--- config.mk ---
export PLATFORM = sky130hd
export DESIGN_NAME = updn_load_counter
export DESIGN_NICKNAME = d
export VERILOG_FILES = /design/src/rtl/updn_pkg.sv /design/src/rtl/updn_edge_det.sv /design/src/rtl/updn_ctrl_fsm.sv /design/src/rtl/updn_count_core.sv /design/src/rtl/updn_load_counter.sv
export SDC_FILE = /design/constraint.sdc
export NUM_CORES = 1
export LEC_CHECK = 0
export ABC_AREA = 0
export BUFFER_PORTS_ARGS = -buffer_cell sky130_fd_sc_hd__buf_2
export CAP_MARGIN = 40
export CELL_PAD_IN_SITES_DETAIL_PLACEMENT = 1
export CELL_PAD_IN_SITES_GLOBAL_PLACEMENT = 1
export CORE_MARGIN = 2
export CORE_UTILIZATION = 38
export CTS_CLUSTER_DIAMETER = 50
export CTS_CLUSTER_SIZE = 40
export DETAILED_ROUTE_END_ITERATION = 16
export PLACE_DENSITY_LB_ADDON = 0.12
export SKIP_LAST_GASP = 1
export SLEW_MARGIN = 10
export SYNTH_ARGS = -nofsm -noshare
export SYNTH_HDL_FRONTEND = slang
export SYNTH_SLANG_ARGS = --single-unit
export TNS_END_PERCENT = 10
--- constraint.sdc ---
create_clock -name clk_i -period 2.8 [get_ports clk_i]
set_input_delay 0.28 -clock clk_i [delete_from_list [all_inputs] [get_ports clk_i]]
set_output_delay 0.28 -clock clk_i [all_outputs]
set_load 0.05 [all_outputs]
--- src/rtl/updn_pkg.sv ---
package updn_pkg;

  // bit 1 = direction (1: down), bit 0 = direction button still held
  typedef enum logic [1:0] {
    ST_UP_IDLE = 2'b00,
    ST_UP_HELD = 2'b01,
    ST_DN_IDLE = 2'b10,
    ST_DN_HELD = 2'b11
  } ctl_state_e;

  function automatic logic state_is_down(ctl_state_e s);
    return (s == ST_DN_IDLE) || (s == ST_DN_HELD);
  endfunction

endpackage

--- src/rtl/updn_edge_det.sv ---
module updn_edge_det #(
  parameter int unsigned N = 1
) (
  input  logic         clk_i,
  input  logic         rst_ni,
  input  logic [N-1:0] lvl_i,
  output logic [N-1:0] rise_o
);

  logic [N-1:0] lvl_q;

  always_ff @(posedge clk_i or negedge rst_ni) begin
    if (!rst_ni) lvl_q <= '0;
    else         lvl_q <= lvl_i;
  end

  assign rise_o = lvl_i & ~lvl_q;

endmodule

--- src/rtl/updn_ctrl_fsm.sv ---
module updn_ctrl_fsm
  import updn_pkg::*;
(
  input  logic clk_i,
  input  logic rst_ni,
  input  logic dir_btn_i,
  input  logic set_btn_i,
  output logic dir_down_o,
  output logic load_o
);

  ctl_state_e state_q, state_d;
  logic       set_rise;
  logic       load_q;

  updn_edge_det #(.N(1)) u_set_edge (
    .clk_i  (clk_i),
    .rst_ni (rst_ni),
    .lvl_i  (set_btn_i),
    .rise_o (set_rise)
  );

  always_comb begin
    state_d = state_q;
    unique case (state_q)
      ST_UP_IDLE: if (dir_btn_i)  state_d = ST_DN_HELD;
      ST_UP_HELD: if (!dir_btn_i) state_d = ST_UP_IDLE;
      ST_DN_IDLE: if (dir_btn_i)  state_d = ST_UP_HELD;
      ST_DN_HELD: if (!dir_btn_i) state_d = ST_DN_IDLE;
      default:                    state_d = ST_UP_IDLE;
    endcase
  end

  always_ff @(posedge clk_i or negedge rst_ni) begin
    if (!rst_ni) begin
      state_q <= ST_UP_IDLE;
      load_q  <= 1'b0;
    end else begin
      state_q <= state_d;
      load_q  <= set_rise;
    end
  end

  assign dir_down_o = state_is_down(state_q);
  assign load_o     = load_q;

endmodule

--- src/rtl/updn_count_core.sv ---
module updn_count_core #(
  parameter int unsigned CNT_W = 16,
  parameter int unsigned LD_W  = 8
) (
  input  logic             clk_i,
  input  logic             rst_ni,
  input  logic             step_i,
  input  logic             down_i,
  input  logic             load_i,
  input  logic [LD_W-1:0]  ld_val_i,
  output logic [CNT_W-1:0] count_o
);

  localparam int unsigned PAD_W = CNT_W - LD_W;

  logic [CNT_W-1:0] cnt_q, cnt_d, ld_ext;

  generate
    if (PAD_W > 0) begin : g_pad
      assign ld_ext = {{PAD_W{1'b0}}, ld_val_i};
    end else begin : g_nopad
      assign ld_ext = ld_val_i[CNT_W-1:0];
    end
  endgenerate

  // load outranks a tick in the same cycle
  always_comb begin
    cnt_d = cnt_q;
    if (load_i)      cnt_d = ld_ext;
    else if (step_i) cnt_d = down_i ? cnt_q - 1'b1 : cnt_q + 1'b1;
  end

  always_ff @(posedge clk_i or negedge rst_ni) begin
    if (!rst_ni) cnt_q <= '0;
    else         cnt_q <= cnt_d;
  end

  assign count_o = cnt_q;

endmodule

--- src/rtl/updn_load_counter.sv ---
module updn_load_counter #(
  parameter int unsigned CNT_W = 16,
  parameter int unsigned SW_W  = 8
) (
  input  logic             clk_i,
  input  logic             rst_ni,
  input  logic             tick_i,
  input  logic [SW_W-1:0]  sw_i,
  input  logic             dir_btn_i,
  input  logic             set_btn_i,
  output logic [CNT_W-1:0] count_o,
  output logic             dir_down_o,
  output logic             load_o
);

  logic dir_down, load;

  updn_ctrl_fsm u_ctrl (
    .clk_i      (clk_i),
    .rst_ni     (rst_ni),
    .dir_btn_i  (dir_btn_i),
    .set_btn_i  (set_btn_i),
    .dir_down_o (dir_down),
    .load_o     (load)
  );

  updn_count_core #(.CNT_W(CNT_W), .LD_W(SW_W)) u_core (
    .clk_i    (clk_i),
    .rst_ni   (rst_ni),
    .step_i   (tick_i),
    .down_i   (dir_down),
    .load_i   (load),
    .ld_val_i (sw_i),
    .count_o  (count_o)
  );

  assign dir_down_o = dir_down;
  assign load_o     = load;

endmodule

==> impl_results.md, run 1 <==
* CTS tree: built
* Num CTS Buffers at 3
* Pin count of the biggest net entering global routing at 25
* First-pass GRT wire length at between 7000 and 8000 µm
* Worst hold path type: input port to flop
* Synthesized cell area at 1640 µm²
* Fin. Hold Viols at 0
* IO Pins at 31
* Critical Path RT at 2.95 ns
* Multi-input logic area at 1180 µm²
* FF+latch area at 500 µm²
* Remaining Overflow, GRT at 0
* Layout cell share with drive strength beyond 1 at 0.290
* # DRC at 0
* Clk slew on worst S/H paths at 0.09 ns
* Total of max-cap violations at 0
* Post-synthesis cell type count at 42
* Rows at 23
* Core ar. at about 4100 µm²
* Clk sink count at 20
* Final HPWL DP at 3190 µm
* Synth Register Bits at 20
* Fin Clk Skew at around 0.0023 ns
* Least-Margin Pin Slew at 0.725 ns
* CP startpoint kind: flop
* Critical path class: flop to flop
* Post-synth EDFFs at 0
* Fin crit share at 0.976
* Routed WL at 4460 µm
* Number of global-route vias before repair at 1505
* CP max stage cell: dfrtp_1
* Fin. max-slew vios at 0
* Final ANT Viol Nets at 0
* Final setup violation count at 0
* Initial DRC count at 34
* Pre-CTS setup slack at -0.0580 ns
* Max_slew headroom at 0.516
* # H-tree levels at 1
* RR Endpoint: u_core.count_o[11]
* Die Y at roughly 70 µm
* Drt wl/cell at 16.7 µm
* Setup TNS at 0 ns
* Finished Layout Cells at ~270
* # fillers at 485
* Sequential fraction of the synthesis area at 0.306
* GRT Util Overall at 0.186
* Clock latency on the worst-skew pair at 0.26 ns
* PortBufs at 30
* Final min period at 2.73 ns
* Critical path origin: u_ctrl.state_q[0]
* Die area at 4850 µm²
* Dominant synthesized flop cell: dfrtp_1
* Buf/Inv on CP at 1
* Cells after Synth at 179
* Ant. Diodes at 0
* Initial Util at 0.401
* Crit Path Max Fanout at 5
* Outcome: finished clean
* Final nets at about 250
* Chip Width at 69.7 µm
* Worst endpoint data arrival time at slightly below 3 ns
* Critical path depth in cells at 10
* Post-Syn Area per Cell at 9.15 µm²
* Cell count after placement at 256
* Top delay family on crit path: compound AO/OA/AOI/OAI gates
* Vias per inst at about 5.3
* Clock root cell: clkbuf_8
* Routed vias at between 1000 and 1500
* Pre-antenna DRT Iters at 4
* Syn. warnings at 0
* Post-Syn Nets at 213
* Max Root-Sink Buffers at 2
* Worst setup path endpoint: u_core.count_o[11]
* Synth-to-layout area growth at 25.3%
* Max Clock Freq at 366 MHz
* Max incr delay on CP at just under 0.4 ns
* Flop2flop setup slack at 0.07 ns
* Reg2Reg Launch Point: u_ctrl.state_q[0]
* Critical Path End Type: flop
* GPL Wtd Cong at 0.826
* RSZ-0062 raised after global routing: true
* Worst-case reg-to-reg path depth at 10
* Critical Path, Cell by Cell: buf_4 -> ha_2 -> or2_4 -> ha_1 -> a21o_1 -> a221oi_2 -> o31ai_4 -> a21oi_1 -> nor4b_1 -> a211o_1
* Antenna violations before repair at 0
* Setup slack after layout at 0.0680 ns
* Asr flop ratio synth at 1.00
metal layers:
metal	global-route usage	share of wire	vias up
li1	-	-	721
met1	0.235	0.45	686
met2	0.340	0.52	19
met3	0.0233	0.020	2
met4	0.0385	0.0054	0
met5	0	0	-
cells in the final DEF (no fill, tap or decap), types with 4 or more instances in the layout:
cell type	instances
ha_1	12
xnor2_1	8
a21o_1	9
mux2i_1	7
buf_4	6
nor3_1	6
nand3_1	4
ha_2	5
nand2_1	20
dfrtp_1	20
inv_1	8
buf_2	30
nand2b_1	6
a21oi_1	14
nor2_1	6
o21ai_0	7
flip-flops by register name (all words and copies together), names as in the netlist:
| signal | count |
|---|---|
| u_core.count_o | 16 |
| u_ctrl.load_o | 1 |
| u_ctrl.state_q | 2 |
| u_ctrl.u_set_edge.lvl_q | 1 |
area by class of cell:
type / instances / share of cell area
Inverter: 8 / 0.0146
Multi-Input combinational cell: 148 / 0.576
Clock buffer: 3 / 0.0201
Sequential cell: 20 / 0.244
Tap cell: 50 / 0.0305
Timing Repair Buffer: 37 / 0.100
Clock inverter: 1 / 0.0146
how the worst min path moves through the flow:
stage              start                       to  slack (ns)  cells past startpoint
2_1_floorplan     rst_ni        u_core.count_o[0]       -0.02                      0
3_3_place_gp      rst_ni        u_core.count_o[1]        0.27                      1
3_5_place_dp      rst_ni        u_core.count_o[1]        0.28                      1
4_1_cts        set_btn_i  u_ctrl.u_set_edge.lvl_q        0.12                      1
5_1_grt        set_btn_i  u_ctrl.u_set_edge.lvl_q        0.11                      1
6_report       set_btn_i  u_ctrl.u_set_edge.lvl_q        0.13                      1
stage by stage:
step / cell area (µm²) / hold WS (ns) / utilization
after global placement: 1840 / 0.270 / 0.451
final: 2050 / 0.128 / 0.502
after global routing: 2050 / 0.113 / 0.502
after CTS: 1990 / 0.117 / 0.487
after detailed placement: 1840 / 0.280 / 0.451
after floorplan: 1640 / -0.0156 / -
kinds of logic after synthesis:
group           share of synthesized area
simple gates                        0.171
compound gates                      0.232
fa+ha+maj                           0.165
flops                               0.306
buf+inv                            0.0283
xor+xnor                           0.0481
mux                                0.0497
cells in the mapped netlist (3+ instances only):
cell type / number / share of area
dfrtp_1: 20 / 0.31
ha_1: 20 / 0.15
nand2_1: 20 / 0.046
a21oi_1: 16 / 0.049
a21o_1: 9 / 0.041
inv_1: 8 / 0.018
xnor2_1: 8 / 0.043
mux2i_1: 7 / 0.043
o21ai_0: 7 / 0.021
nand2b_1: 6 / 0.023
nor2_1: 6 / 0.014
nor3_1: 6 / 0.018
o21ai_1: 5 / 0.015
nand3_1: 4 / 0.012
and3_1: 3 / 0.011
clkbuf_1: 3 / 0.0069
o21a_1: 3 / 0.014
timing repair:
action,in CTS,in global routing
pin swaps,3,5
resized for setup,7,8
hold endpoints to repair,20,0
buffers inserted,1,4
hold buffers,1,0
cloned,0,1
endpoints found under the setup margin,2,10
Power of run 1 is not shown: default switching activity piles up to over one toggle a cycle in this logic, so the estimate is an artifact.
==> run 2: changes to the inputs <==
==> constraint.sdc (replaced) <==
create_clock -name clk_i -period 2.5 [get_ports clk_i]
set_input_delay 0.25 -clock clk_i [delete_from_list [all_inputs] [get_ports clk_i]]
set_output_delay 0.25 -clock clk_i [all_outputs]
set_load 0.05 [all_outputs]
==> impl_results.md, run 2 (synthesis gave the netlist of run 1 again) <==
* GPL Wtd Cong at 0.844
* Number of global-route vias before repair at 1711
* Total of max-cap violations at 0
* Rows at 23
* Worst hold path type: input port to flop
* Outcome: complete, but fails checks
* Fin. Hold Viols at 0
* Core ar. at 4090 µm²
* Clock latency on the worst-skew pair at 0.28 ns
* GRT Util Overall at 0.213
* Initial Util at 0.401
* Fin. max-slew vios at 0
* Worst endpoint data arrival time at 2.72 ns
* Final min period at 2.58 ns
* Num CTS Buffers at 3
* Failing checks: negative setup slack
* Pre-antenna DRT Iters at 4
* Antenna violations before repair at 0
* Clk slew on worst S/H paths at around 0.080 ns
* CP startpoint kind: flop
* Pin count of the biggest net entering global routing at 21
* Crit Path Max Fanout at 7
* Final ANT Viol Nets at 0
* Clock root cell: clkbuf_8
* Commonest non-fill, non-tap cell in the layout: buf_2
* Final Util at 0.543
* Clk sink count at 20
* # H-tree levels at 1
* # DRC at 0
* CTS tree: built
* Synth-to-layout area growth at 35.5%
* Layout cell share with drive strength beyond 1 at 0.362
* Remaining Overflow, GRT at 0
* RSZ-0062 raised after global routing: true
* PortBufs at 30
* IO Pins at 31
* # fillers at slightly below 500
* Max_slew headroom at 0.650
* Critical path class: flop to flop
* Vias per inst at 5.43
* First-pass GRT wire length at roughly 8300 µm
* Max Clock Freq at 388 MHz
* Fin Clk Skew at 0.0107 ns
* Setup slack after layout at -0.0801 ns
* Most frequent cells in the layout: buf_2, nand2_1, dfrtp_1
* Finished Layout Cells at 279
* Fin crit share at 1.03
* Final nets at 264
* Chip Width at 69.7 µm
* Die Y at 69.7 µm
* Ant. Diodes at 0
* Die area at approximately 4900 µm²
* Critical Path RT at 2.64 ns
* Final HPWL DP at 3530 µm
* Drt wl/cell at 17.3 µm
* Critical Path End Type: flop
* Routed vias at 1514
* Cell count after placement at between 200 and 300
* Initial DRC count at 50
* Max reg flops at 16
* Final setup violation count at 4
* Least-Margin Pin Slew at 0.523 ns
* Max Root-Sink Buffers at 2
* Routed WL at 4830 µm
-- run 2: cell count changes in the layout (fill, tap and decap cells not counted), sizes merged --
cell / change
clkbuf: +1
buf: +12
bufinv: -1
-- run 2: per-layer routing --
layer	wire length, µm	share of wire	track usage	vias up
met5	0	0	0	-
met4	48	0.0099	0.0363	0
met3	121	0.025	0.0349	7
met2	2540	0.53	0.400	29
met1	2120	0.44	0.256	731
li1	-	-	-	747
-- run 2: repair_timing --
| item | CTS | global route |
|---|---|---|
| endpoints found under the setup margin | 8 | 9 |
| setup buffers | 1 | 0 |
| gates cloned | 1 | 0 |
| hold buffers | 1 | 0 |
| pin swaps | 14 | 1 |
| hold endpoints to repair | 20 | 0 |
| gates resized for setup | 8 | 0 |
-- run 2: worst max-delay path: stages, from the launching register on --
cell and delay (ns):
dfrtp_1 0.42, inv_2 0.08, ha_4 0.17, or2_4 0.34, ha_4 0.26, and3_1 0.19, a221oi_2 0.30, o31ai_4 0.16
a41oi_2 0.23, xor2_1 0.20, o21ai_1 0.10
-- run 2: worst paths after layout --
check	to	from	cells after the start	slack (ns)
worst max-delay path	u_core.count_o[13]	u_ctrl.state_q[0]	10	-0.08
worst min-delay path	u_ctrl.u_set_edge.lvl_q	set_btn_i	1	0.1
worst max register to register	u_core.count_o[13]	u_ctrl.state_q[0]	10	-0.08
worst min register to register	u_ctrl.load_o	u_ctrl.u_set_edge.lvl_q	1	0.40
max in group asynchronous	u_core.count_o[1]	rst_ni	2	1.67
min in group asynchronous	u_core.count_o[10]	rst_ni	2	0.47
-- run 2: metrics by stage --
step | setup slack [ns] | setup TNS, ns | hold WS (ns) | cell area, µm²
finish | -0.0801 | -0.234 | 0.0979 | 2220
global route | -0.237 | -1.22 | 0.0901 | 2220
CTS | -0.0596 | -0.209 | 0.0971 | 2220
detailed placement | -0.136 | -0.416 | 0.252 | 2090
global placement | -0.0744 | -0.111 | 0.245 | 2090
floorplan | 0.00220 | 0 | -0.0456 | 1770
-- run 2: cell type report --
type,instances,area [µm²],area share
clock buffer,4,55.1,0.0248
timing repair buffer,49,295,0.133
tap,50,62.6,0.0282
inverter,8,30.0,0.0135
sequential,20,500,0.225
multi-input combinational,148,1280,0.575
Power of run 2 is left out for the same reason.
